==> src/rtl/disp_cfg_pkg.sv <==
package disp_cfg_pkg;

    localparam int NUM_BARS = 3;

    localparam logic [5:0] IDX_ID    = 6'd0;
    localparam logic [5:0] IDX_CMD   = 6'd1;
    localparam logic [5:0] IDX_CLASS = 6'd2;
    localparam logic [5:0] IDX_BAR0  = 6'd4;
    localparam logic [5:0] IDX_INTR  = 6'd15;

    typedef struct packed {
        logic                          io_en;
        logic                          mem_en;
        logic [NUM_BARS-1:0][31:0]     bar;
        logic [7:0]                    int_line;
    } cfg_state_t;

    // Update only enabled bytes, and inside them only the writable bits.
    function automatic logic [31:0] lane_merge(input logic [31:0] old_v,
                                               input logic [31:0] new_v,
                                               input logic [3:0]  be,
                                               input logic [31:0] wmask);
        logic [31:0] res;
        res = old_v;
        for (int i = 0; i < 4; i++) begin
            if (be[i]) begin
                res[8*i +: 8] = (old_v[8*i +: 8] & ~wmask[8*i +: 8]) |
                                (new_v[8*i +: 8] &  wmask[8*i +: 8]);
            end
        end
        return res;
    endfunction

endpackage

==> src/rtl/disp_cfg_bar.sv <==
module disp_cfg_bar
    import disp_cfg_pkg::*;
#(
    parameter int SIZE_LOG2 = 24,
    parameter bit IS_IO     = 1'b0
) (
    input  logic        clk,
    input  logic        rst_n,
    input  logic        wr_sel,
    input  logic [3:0]  be,
    input  logic [31:0] wdata,
    input  logic [31:0] bar_q,
    output logic [31:0] bar_d,
    output logic [31:0] rd_value
);
    localparam logic [31:0] WMASK    = {32{1'b1}} << SIZE_LOG2;
    localparam logic [31:0] TYPE_BIT = {31'd0, IS_IO};

    always_comb begin
        bar_d    = wr_sel ? lane_merge(bar_q, wdata, be, WMASK) : bar_q;
        rd_value = (bar_q & WMASK) | TYPE_BIT;
    end

    // all-ones sizing write reads back mask plus type
    a_r5_sizing_readback: assert property (@(posedge clk) disable iff (!rst_n)
        (wr_sel && be == 4'hF && wdata == 32'hFFFF_FFFF) |=> rd_value == (WMASK | TYPE_BIT));

    // a lane with its enable clear keeps its value
    a_r7_lane_hold: assert property (@(posedge clk) disable iff (!rst_n)
        (wr_sel && !be[3]) |=> rd_value[31:24] == $past(rd_value[31:24]));

    // type and low bits fixed
    a_r6_low_bits: assert property (@(posedge clk) disable iff (!rst_n)
        rd_value[SIZE_LOG2-1:0] == TYPE_BIT[SIZE_LOG2-1:0]);

endmodule

==> src/rtl/disp_cfg_decode.sv <==
module disp_cfg_decode #(
    parameter int WIN_LOG2 = 8
) (
    input  logic        enable,
    input  logic [31:0] base,
    input  logic [31:0] addr,
    output logic        hit
);
    always_comb begin
        hit = enable && ((addr >> WIN_LOG2) == (base >> WIN_LOG2));
    end
endmodule

==> src/rtl/disp_cfg_header.sv <==
module disp_cfg_header
    import disp_cfg_pkg::*;
#(
    parameter logic [15:0] VENDOR_ID      = 16'h1002,
    parameter logic [15:0] DEVICE_ID      = 16'h4750,
    parameter logic [23:0] CLASS_CODE     = 24'h030000,
    parameter logic [7:0]  REVISION       = 8'h5C,
    parameter logic [7:0]  INT_PIN        = 8'h01,
    parameter logic [7:0]  MIN_GNT        = 8'h08,
    parameter logic [7:0]  MAX_LAT        = 8'h00,
    parameter int          APER_LOG2      = 24,
    parameter int          IO_LOG2        = 8,
    parameter int          AUX_LOG2       = 12
) (
    input  logic               clk,
    input  logic               rst_n,
    input  logic [5:0]         cfg_dw_idx,
    input  logic               cfg_wr,
    input  logic [3:0]         cfg_be,
    input  logic [31:0]        cfg_wdata,
    output logic [31:0]        cfg_rdata,
    input  logic [31:0]        io_addr,
    output logic               io_hit,
    output logic [IO_LOG2-1:0] io_offset,
    input  logic [31:0]        mem_addr,
    output logic               mem_hit
);
    localparam int BAR_LOG2 [NUM_BARS] = '{APER_LOG2, IO_LOG2, AUX_LOG2};

    cfg_state_t state_q, state_d;

    logic [NUM_BARS-1:0][31:0] bar_next;
    logic [NUM_BARS-1:0][31:0] bar_rd;
    logic                      io_win;
    logic [31:0]               io_base;

    for (genvar g = 0; g < NUM_BARS; g++) begin : g_bar
        disp_cfg_bar #(
            .SIZE_LOG2 (BAR_LOG2[g]),
            .IS_IO     (g == 1)
        ) u_bar (
            .clk      (clk),
            .rst_n    (rst_n),
            .wr_sel   (cfg_wr && cfg_dw_idx == IDX_BAR0 + 6'(g)),
            .be       (cfg_be),
            .wdata    (cfg_wdata),
            .bar_q    (state_q.bar[g]),
            .bar_d    (bar_next[g]),
            .rd_value (bar_rd[g])
        );
    end

    assign io_base = {bar_rd[1][31:2], 2'b00};

    disp_cfg_decode #(.WIN_LOG2(IO_LOG2)) u_io_dec (
        .enable (state_q.io_en),
        .base   (io_base),
        .addr   (io_addr),
        .hit    (io_win)
    );

    disp_cfg_decode #(.WIN_LOG2(APER_LOG2)) u_mem_dec (
        .enable (state_q.mem_en),
        .base   (bar_rd[0]),
        .addr   (mem_addr),
        .hit    (mem_hit)
    );

    always_comb begin
        io_hit    = io_win;
        io_offset = io_win ? io_addr[IO_LOG2-1:0] : '0;
    end

    // Next-state process
    always_comb begin
        state_d     = state_q;
        state_d.bar = bar_next;
        if (cfg_wr && cfg_be[0]) begin
            if (cfg_dw_idx == IDX_CMD) begin
                state_d.io_en  = cfg_wdata[0];
                state_d.mem_en = cfg_wdata[1];
            end
            if (cfg_dw_idx == IDX_INTR) begin
                state_d.int_line = cfg_wdata[7:0];
            end
        end
    end

    always_ff @(posedge clk) begin
        if (!rst_n) state_q <= '0;
        else        state_q <= state_d;
    end

    // Read mux
    always_comb begin
        cfg_rdata = '0;
        unique case (cfg_dw_idx)
            IDX_ID:         cfg_rdata = {DEVICE_ID, VENDOR_ID};
            IDX_CMD:        cfg_rdata = {30'd0, state_q.mem_en, state_q.io_en};
            IDX_CLASS:      cfg_rdata = {CLASS_CODE, REVISION};
            IDX_BAR0:       cfg_rdata = bar_rd[0];
            IDX_BAR0 + 6'd1: cfg_rdata = bar_rd[1];
            IDX_BAR0 + 6'd2: cfg_rdata = bar_rd[2];
            IDX_INTR:       cfg_rdata = {MAX_LAT, MIN_GNT, INT_PIN, state_q.int_line};
            default:        cfg_rdata = '0;
        endcase
    end

    // I/O hit only with the I/O enable set
    a_r9_io_gate: assert property (@(posedge clk) disable iff (!rst_n)
        io_hit |-> state_q.io_en);

    // offset is the arithmetic distance from the window base
    a_r9_io_offset: assert property (@(posedge clk) disable iff (!rst_n)
        io_hit |-> (io_offset == IO_LOG2'(io_addr - io_base)) && (io_addr >= io_base));

    // aperture hit only with the memory enable set
    a_r10_mem_gate: assert property (@(posedge clk) disable iff (!rst_n)
        mem_hit |-> state_q.mem_en);

    // unused BAR slots and expansion ROM read zero
    a_r8_unused_zero: assert property (@(posedge clk) disable iff (!rst_n)
        (cfg_dw_idx == 6'd7 || cfg_dw_idx == 6'd8 || cfg_dw_idx == 6'd9 || cfg_dw_idx == 6'd12)
        |-> cfg_rdata == 32'd0);

    // read-only interrupt bytes keep their values
    a_r3_intr_fixed: assert property (@(posedge clk) disable iff (!rst_n)
        cfg_dw_idx == IDX_INTR |-> cfg_rdata[31:8] == {MAX_LAT, MIN_GNT, INT_PIN});

endmodule

==> config.mk <==
export PLATFORM = sky130hd
export DESIGN_NAME = disp_cfg_header
export DESIGN_NICKNAME = d
export VERILOG_FILES = /design/src/rtl/disp_cfg_pkg.sv /design/src/rtl/disp_cfg_bar.sv /design/src/rtl/disp_cfg_decode.sv /design/src/rtl/disp_cfg_header.sv
export SDC_FILE = /design/constraint.sdc
export NUM_CORES = 1
export LEC_CHECK = 0
export BUFFER_PORTS_ARGS = -buffer_cell sky130_fd_sc_hd__buf_4
export CORE_MARGIN = 10
export CORE_UTILIZATION = 50
export CTS_BUF_LIST = sky130_fd_sc_hd__clkbuf_4
export DETAILED_ROUTE_END_ITERATION = 8
export GPL_TIMING_DRIVEN = 0
export PLACE_DENSITY = 0.85
export SETUP_SLACK_MARGIN = 0.1
export SKIP_LAST_GASP = 1
export SLEW_MARGIN = 30
export SYNTH_ARGS = -nofsm -noshare
export SYNTH_HDL_FRONTEND = slang
export SYNTH_SLANG_ARGS = --single-unit
==> constraint.sdc <==
create_clock -name clk -period 5.5 [get_ports clk]
set_input_delay 0.825 -clock clk [delete_from_list [all_inputs] [get_ports clk]]
set_output_delay 0.825 -clock clk [all_outputs]
set_load 0.05 [all_outputs]
======== Word-level counts from Yosys, hierarchy flattened ========
Cells that the tools add are included.
storage, ports and cells
  register bits after elaboration ......... 66
  input bits .............................. 109
  output and inout port bits .............. 42
  word-level logic and storage cells ...... 37
operators by class
  equal/unequal tests ..................... 8
  multiplexer cells ....................... 2
  bitwise logic cells ..................... 1
  reductions and logical operators ........ 16
operators by type and width
  kind                                                 number
  case mux 32 bit (7 select lines)                     1
  equality test 24 bit                                 1
  equality test 6 x 3 -> 1 bit, second input constant  3
  AND reduction 2 bit                                  9
  equality test 8 bit                                  1
  two-way mux 8 bit                                    1
  bitwise OR 4 x 8 -> 8 bit                            1
  equality test 6 x 1 -> 1 bit, second input constant  1
  equality test 6 x 2 -> 1 bit, second input constant  1
  equality test 6 x 4 -> 1 bit, second input constant  1
  logical AND 1 bit                                    6
  zero test 6 bit                                      1

======== Logic depth before layout (Yosys ltp) ========
  depth after elaboration ................. 3
  depth in mapped cells ................... 6
  gate-level depth less buffers ........... 4

======== By module ========
Synthesis repeated with hierarchy kept, for this count alone.
unflattened totals
  cells, all modules ...................... 670
  area total of the unflattened synthesis .. 6182.2 um^2
modules (own cells, without submodules)
  module                         times used  cells an instance  area each (um^2)  seq. area each (um^2)
  disp_cfg_header                1           422                4125.2            2122.0
  disp_cfg_bar (g_bar[1].u_bar)  1           69                 596.8             0.0
  disp_cfg_bar (g_bar[2].u_bar)  1           68                 575.6             0.0
  disp_cfg_bar (g_bar[0].u_bar)  1           66                 520.5             0.0
  disp_cfg_decode (u_io_dec)     1           33                 269.0             0.0
  disp_cfg_decode (u_mem_dec)    1           12                 95.1              0.0

======== Worst setup path before layout ========
No wires, ideal clock.
  path type ............................... input to output
  start ................................... input port cfg_dw_idx[3]
  end ..................................... output port cfg_rdata[13]
  arrival time ............................ 2.374 ns
  required time ........................... 4.675 ns
  path slack .............................. 2.301 ns
  stages on the path ...................... 5
  path buffers ............................ 2
  cell sequence ........................... or4b_1 > buf_6 > nor2_2 > buf_2 > a22o_1
between the ends
  word-level cells in the longest chain between the ends .. 2
  elaborated cells on any way between the ends .. 8
  those cells by class .................... 6 x eq/ne; 1 x mux; 1 x reduce/logical
ends and longest elaborated chain
  item                                                  RTL line               source
  start, declared                                       disp_cfg_header.sv:17  input logic [5:0] cfg_dw_idx,
  equality test 6 x 4 -> 1 bit (tied with other cells)  disp_cfg_header.sv:97  unique case (cfg_dw_idx)
  case mux 32 bit (7 select lines) (*)                  disp_cfg_header.sv:97
  end, declared                                         disp_cfg_header.sv:21  output logic [31:0] cfg_rdata,
Every way passes the cells marked *; elsewhere a longest branch is shown, timed or not.

======== Final worst setup path ========
  start ................................... input port cfg_dw_idx[3]
  end ..................................... output port cfg_rdata[22]
The elaborated chain is that of the path after synthesis.

==> summary.md <==
| Metric | Value |
|---|---|
| Post-synthesis sequential area ratio | `between 30% and 40%` |
| Pin count of the biggest net entering global routing | `11` |
| Unrepaired setup endpoints after global routing | `false` |
| Maximum Capacitance Violations | `0` |
| Mapped Nets | `slightly below 500` |
| Number of filler cells placed in the layout | `between 500 and 600` |
| Number of buffers on the longest clock path | `2` |
| Clock sink count | `62` |
| Global-route usage over all layers | `between 20 and 25%` |
| Detailed placer's ending HPWL | `8700 um` |
| Setup Skew | `0 ns` |
| Most frequent cell on the critical path | `buf_4` |
| Adder and majority cell fraction of the synthesized area | `0%` |
| Effective utilization at floorplan | `between 50% and 60%` |
| Vias after detailed routing | `~3,400` |
| Max reg flops | `62` |
| Clock root buffer | `clkbuf_4` |
| # IOs | `151` |
| Predominant post-synthesis flop cell | `dfxtp_1` |
| Power density cells | `196 nW/um2` |
| Type of destination of the critical path | `primary output` |
| Simple-gate area share of the yosys netlist | `roughly 29%` |
| Outcome | `finished clean` |
| Total of cells resized after clock tree synthesis | `0` |
| Leakage power total | `about 1.9 nW` |
| Routed length per placed instance | `approximately 18 um` |
| Setup violations, final | `0` |
| Filler-free cell count of the finished design | `603` |
| Place WS | `between 1.5 and 2 ns` |
| Async set or reset register ratio after synthesis | `0%` |
| Post-Route WL | `11,000 um` |
| Required time at the worst-slack endpoint | `between 4 and 5 ns` |
| Row Count | `29` |
| Startpoint class of the critical path | `input pin` |
| Post-route DRC violation count | `0` |
| Area fraction in compound gates after synthesis | `between 10% and 20%` |
| Maximum resistive drop on vdd | `between 0.1 and 0.15 mV` |
| Achievable Freq | `276 MHz` |
| Cell types occupying the most area after synthesis | `dfxtp_1 38%, nand2_1 8.2%, xnor2_1 7.0%` |
| Post-layout minimum cycle time | `3.62 ns` |
| Synth-to-Final Area Change | `35.9%` |
| Via/cell ratio | `around 5.7` |
| Number of warning messages in the yosys log | `0` |
| Die Wd | `about 100 um` |
| Multiplexer share of the synthesized area | `roughly 5.5%` |
| XOR/XNOR Fraction of Synth Area | `between 8 and 9%` |
| Post-route clock period utilization | `between 60% and 70%` |
| Number of synthesized flops with an enable pin | `0` |
| Data arrival at the endpoint of the critical path | `roughly 2.8 ns` |
| Hold-fix buffers at CTS | `0` |
| Core Util, Final | `roughly 70%` |
| Final Max Tran Viols | `0` |
| Relative max-transition margin | `32.2%` |
| CP max-delay cell | `nor3_1` |
| Post-CTS setup buffers | `0` |
| Max Fanout on Critical Path | `6` |
| Area leader, netlist | `dfxtp_1` |
| Final ANT Viol Nets | `0` |
| Number of placed instances, taps included | `587` |
| Number of antenna violations at the first check in global routing | `0` |
| Die Area | `~10,000 um2` |
| Reg area | `1240 um2` |
| Antenna Cells | `0` |
| Post-synthesis area per instance | `~8.4 um2` |
| Multi-input combinational cell area | `between 1500 and 2000 um2` |
| Initial detailed-routing violation count | `209` |
| Die Y-Extent | `about 100 um` |
| Share of the synthesized area in the top cell type | `a little under two fifths` |
| Detailed-router iteration count before antenna repair | `5` |
| Final-layout setup total negative slack | `0 ns` |
| Remaining global-route overflow | `0` |
| Cts bufs inserted | `9` |
| Global-route wire length before repair | `approximately 18,000 um` |
| Post-Synthesis Cells | `386` |
| Critical path start-end classification | `in2out` |
| Count of unique library cells instantiated by Yosys | `35` |
| Largest register by flop count | `state_q` |
| Post-Syn Area | `approximately 3200 um2` |
| Fraction of layout cells with a size suffix above 1 | `30.6%` |
| Main combinational cell family by area after synthesis | `simple AND/OR/NAND/NOR gates` |
| Number of hold violations in the final report | `0` |
| Worst skew pair latency | `about 0.4 ns` |
| Worst hold-check path type | `reg2reg` |
| Count of port buffers added during placement | `between 100 and 150` |
| Clock Pin Slew Worst Setup and Hold Paths | `about 0.1 ns` |
| Worst setup margin | `about 1.9 ns` |
| Routability congestion estimate | `approximately 0.9` |
| Delay of the slowest cell on the worst path | `approximately 0.80 ns` |
| Clock H-tree levels | `3` |
| Slew @ Worst Pin | `~1 ns` |
| CTS tree | `built` |
| Area of the placeable core | `6310 um2` |
| Fin nets | `630` |
| Cell-by-cell trace of the critical path | `buf_4, or4_1, nor3_1, a221o_1, buf_4` |
| Biggest regs | `state_q (62)` |
| Via count of the first global-routing pass | `3,547` |
| Flip-flop and latch count after synthesis | `62` |
report_power, final:
group | total (W) | switching, W | internal (W)
clock | 0.000304 | 0.000166 | 0.000139
sequential | 0.000450 | 0.000000813 | 0.000450
combinational | 0.000110 | 0.0000554 | 0.0000549
total | 0.000865 | 0.000222 | 0.000643
cell usage after synthesis, types with 4 or more instances:
cell,count
nand2_1,71
dfxtp_1,62
nand3_1,44
o21ai_0,36
xnor2_1,26
mux2i_1,18
clkbuf_1,13
a22o_1,12
buf_2,10
nor2b_1,10
and4_1,8
o21ai_1,8
a221o_1,6
nand4_1,6
nor3_4,6
xor2_1,6
and2_1,5
a21oi_1,4
a222oi_1,4
a22oi_1,4
inv_1,4
nor2_1,4
nor3_1,4
critical path: cells and delay by family:
family | cells | cell delay (ns)
buffers and inverters | 2 | 0.32
and+or+nand+nor | 2 | 1.39
AOI/OAI and AO/OA | 1 | 0.25
layer usage:
| layer | global-route usage (%) | vias to the layer above | wire, um |
|---|---|---|---|
| met5 | 0 | - | 0 |
| met4 | 9.78 | 0 | 252 |
| met3 | 6.58 | 25 | 1100 |
| met2 | 35.8 | 161 | 5510 |
| met1 | 24.8 | 1591 | 4190 |
| li1 | - | 1649 | - |
cell type report:
cell class / instances / share of cell area (%)
repair buffers: 124 / 21.1
well taps: 77 / 2.18
flip-flops and latches: 62 / 28.1
multi-input cells: 296 / 42.9
clock buffers: 10 / 1.70
inverters: 4 / 0.340
clock inverters: 6 / 1.19
plain buffers: 24 / 2.50
metrics by stage:
stage | area, um2 | power [W] | hold WS (ns)
6_report | 4410 | 0.000865 | 0.459
5_1_grt | 4410 | 0.000889 | 0.485
4_1_cts | 4410 | 0.000861 | 0.456
3_5_place_dp | 4280 | 0.000570 | 0.442
3_3_place_gp | 4270 | 0.000567 | 0.437
2_1_floorplan | 3250 | 0.000503 | 0.428
cell usage in the layout, fill, tap and decap left out, types with 10 or more instances in the layout:
cell	n
buf_4	124
nand2_1	71
dfxtp_1	62
nand3_1	44
o21ai_0	36
xnor2_1	26
mux2i_1	18
clkbuf_1	13
a22o_1	12
buf_2	10
nor2b_1	10
clkbuf_4	10
cells by family after synthesis:
family	count (synthesis)
XOR/XNOR	32
multiplexers	18
buffers and inverters	28
AO/OA/AOI/OAI	75
AND/OR/NAND/NOR	171
flip-flops	62
final timing paths:
path,endpoint,start,slack (ns),cells past startpoint
hold reg to reg,state_q[94],state_q[94],0.46,2
setup reg to reg,state_q[68],state_q[68],4.80,2
setup / recovery,cfg_rdata[22],cfg_dw_idx[3],1.88,5
hold / removal,state_q[94],state_q[94],0.46,2
(Power assumes the default switching activity.)
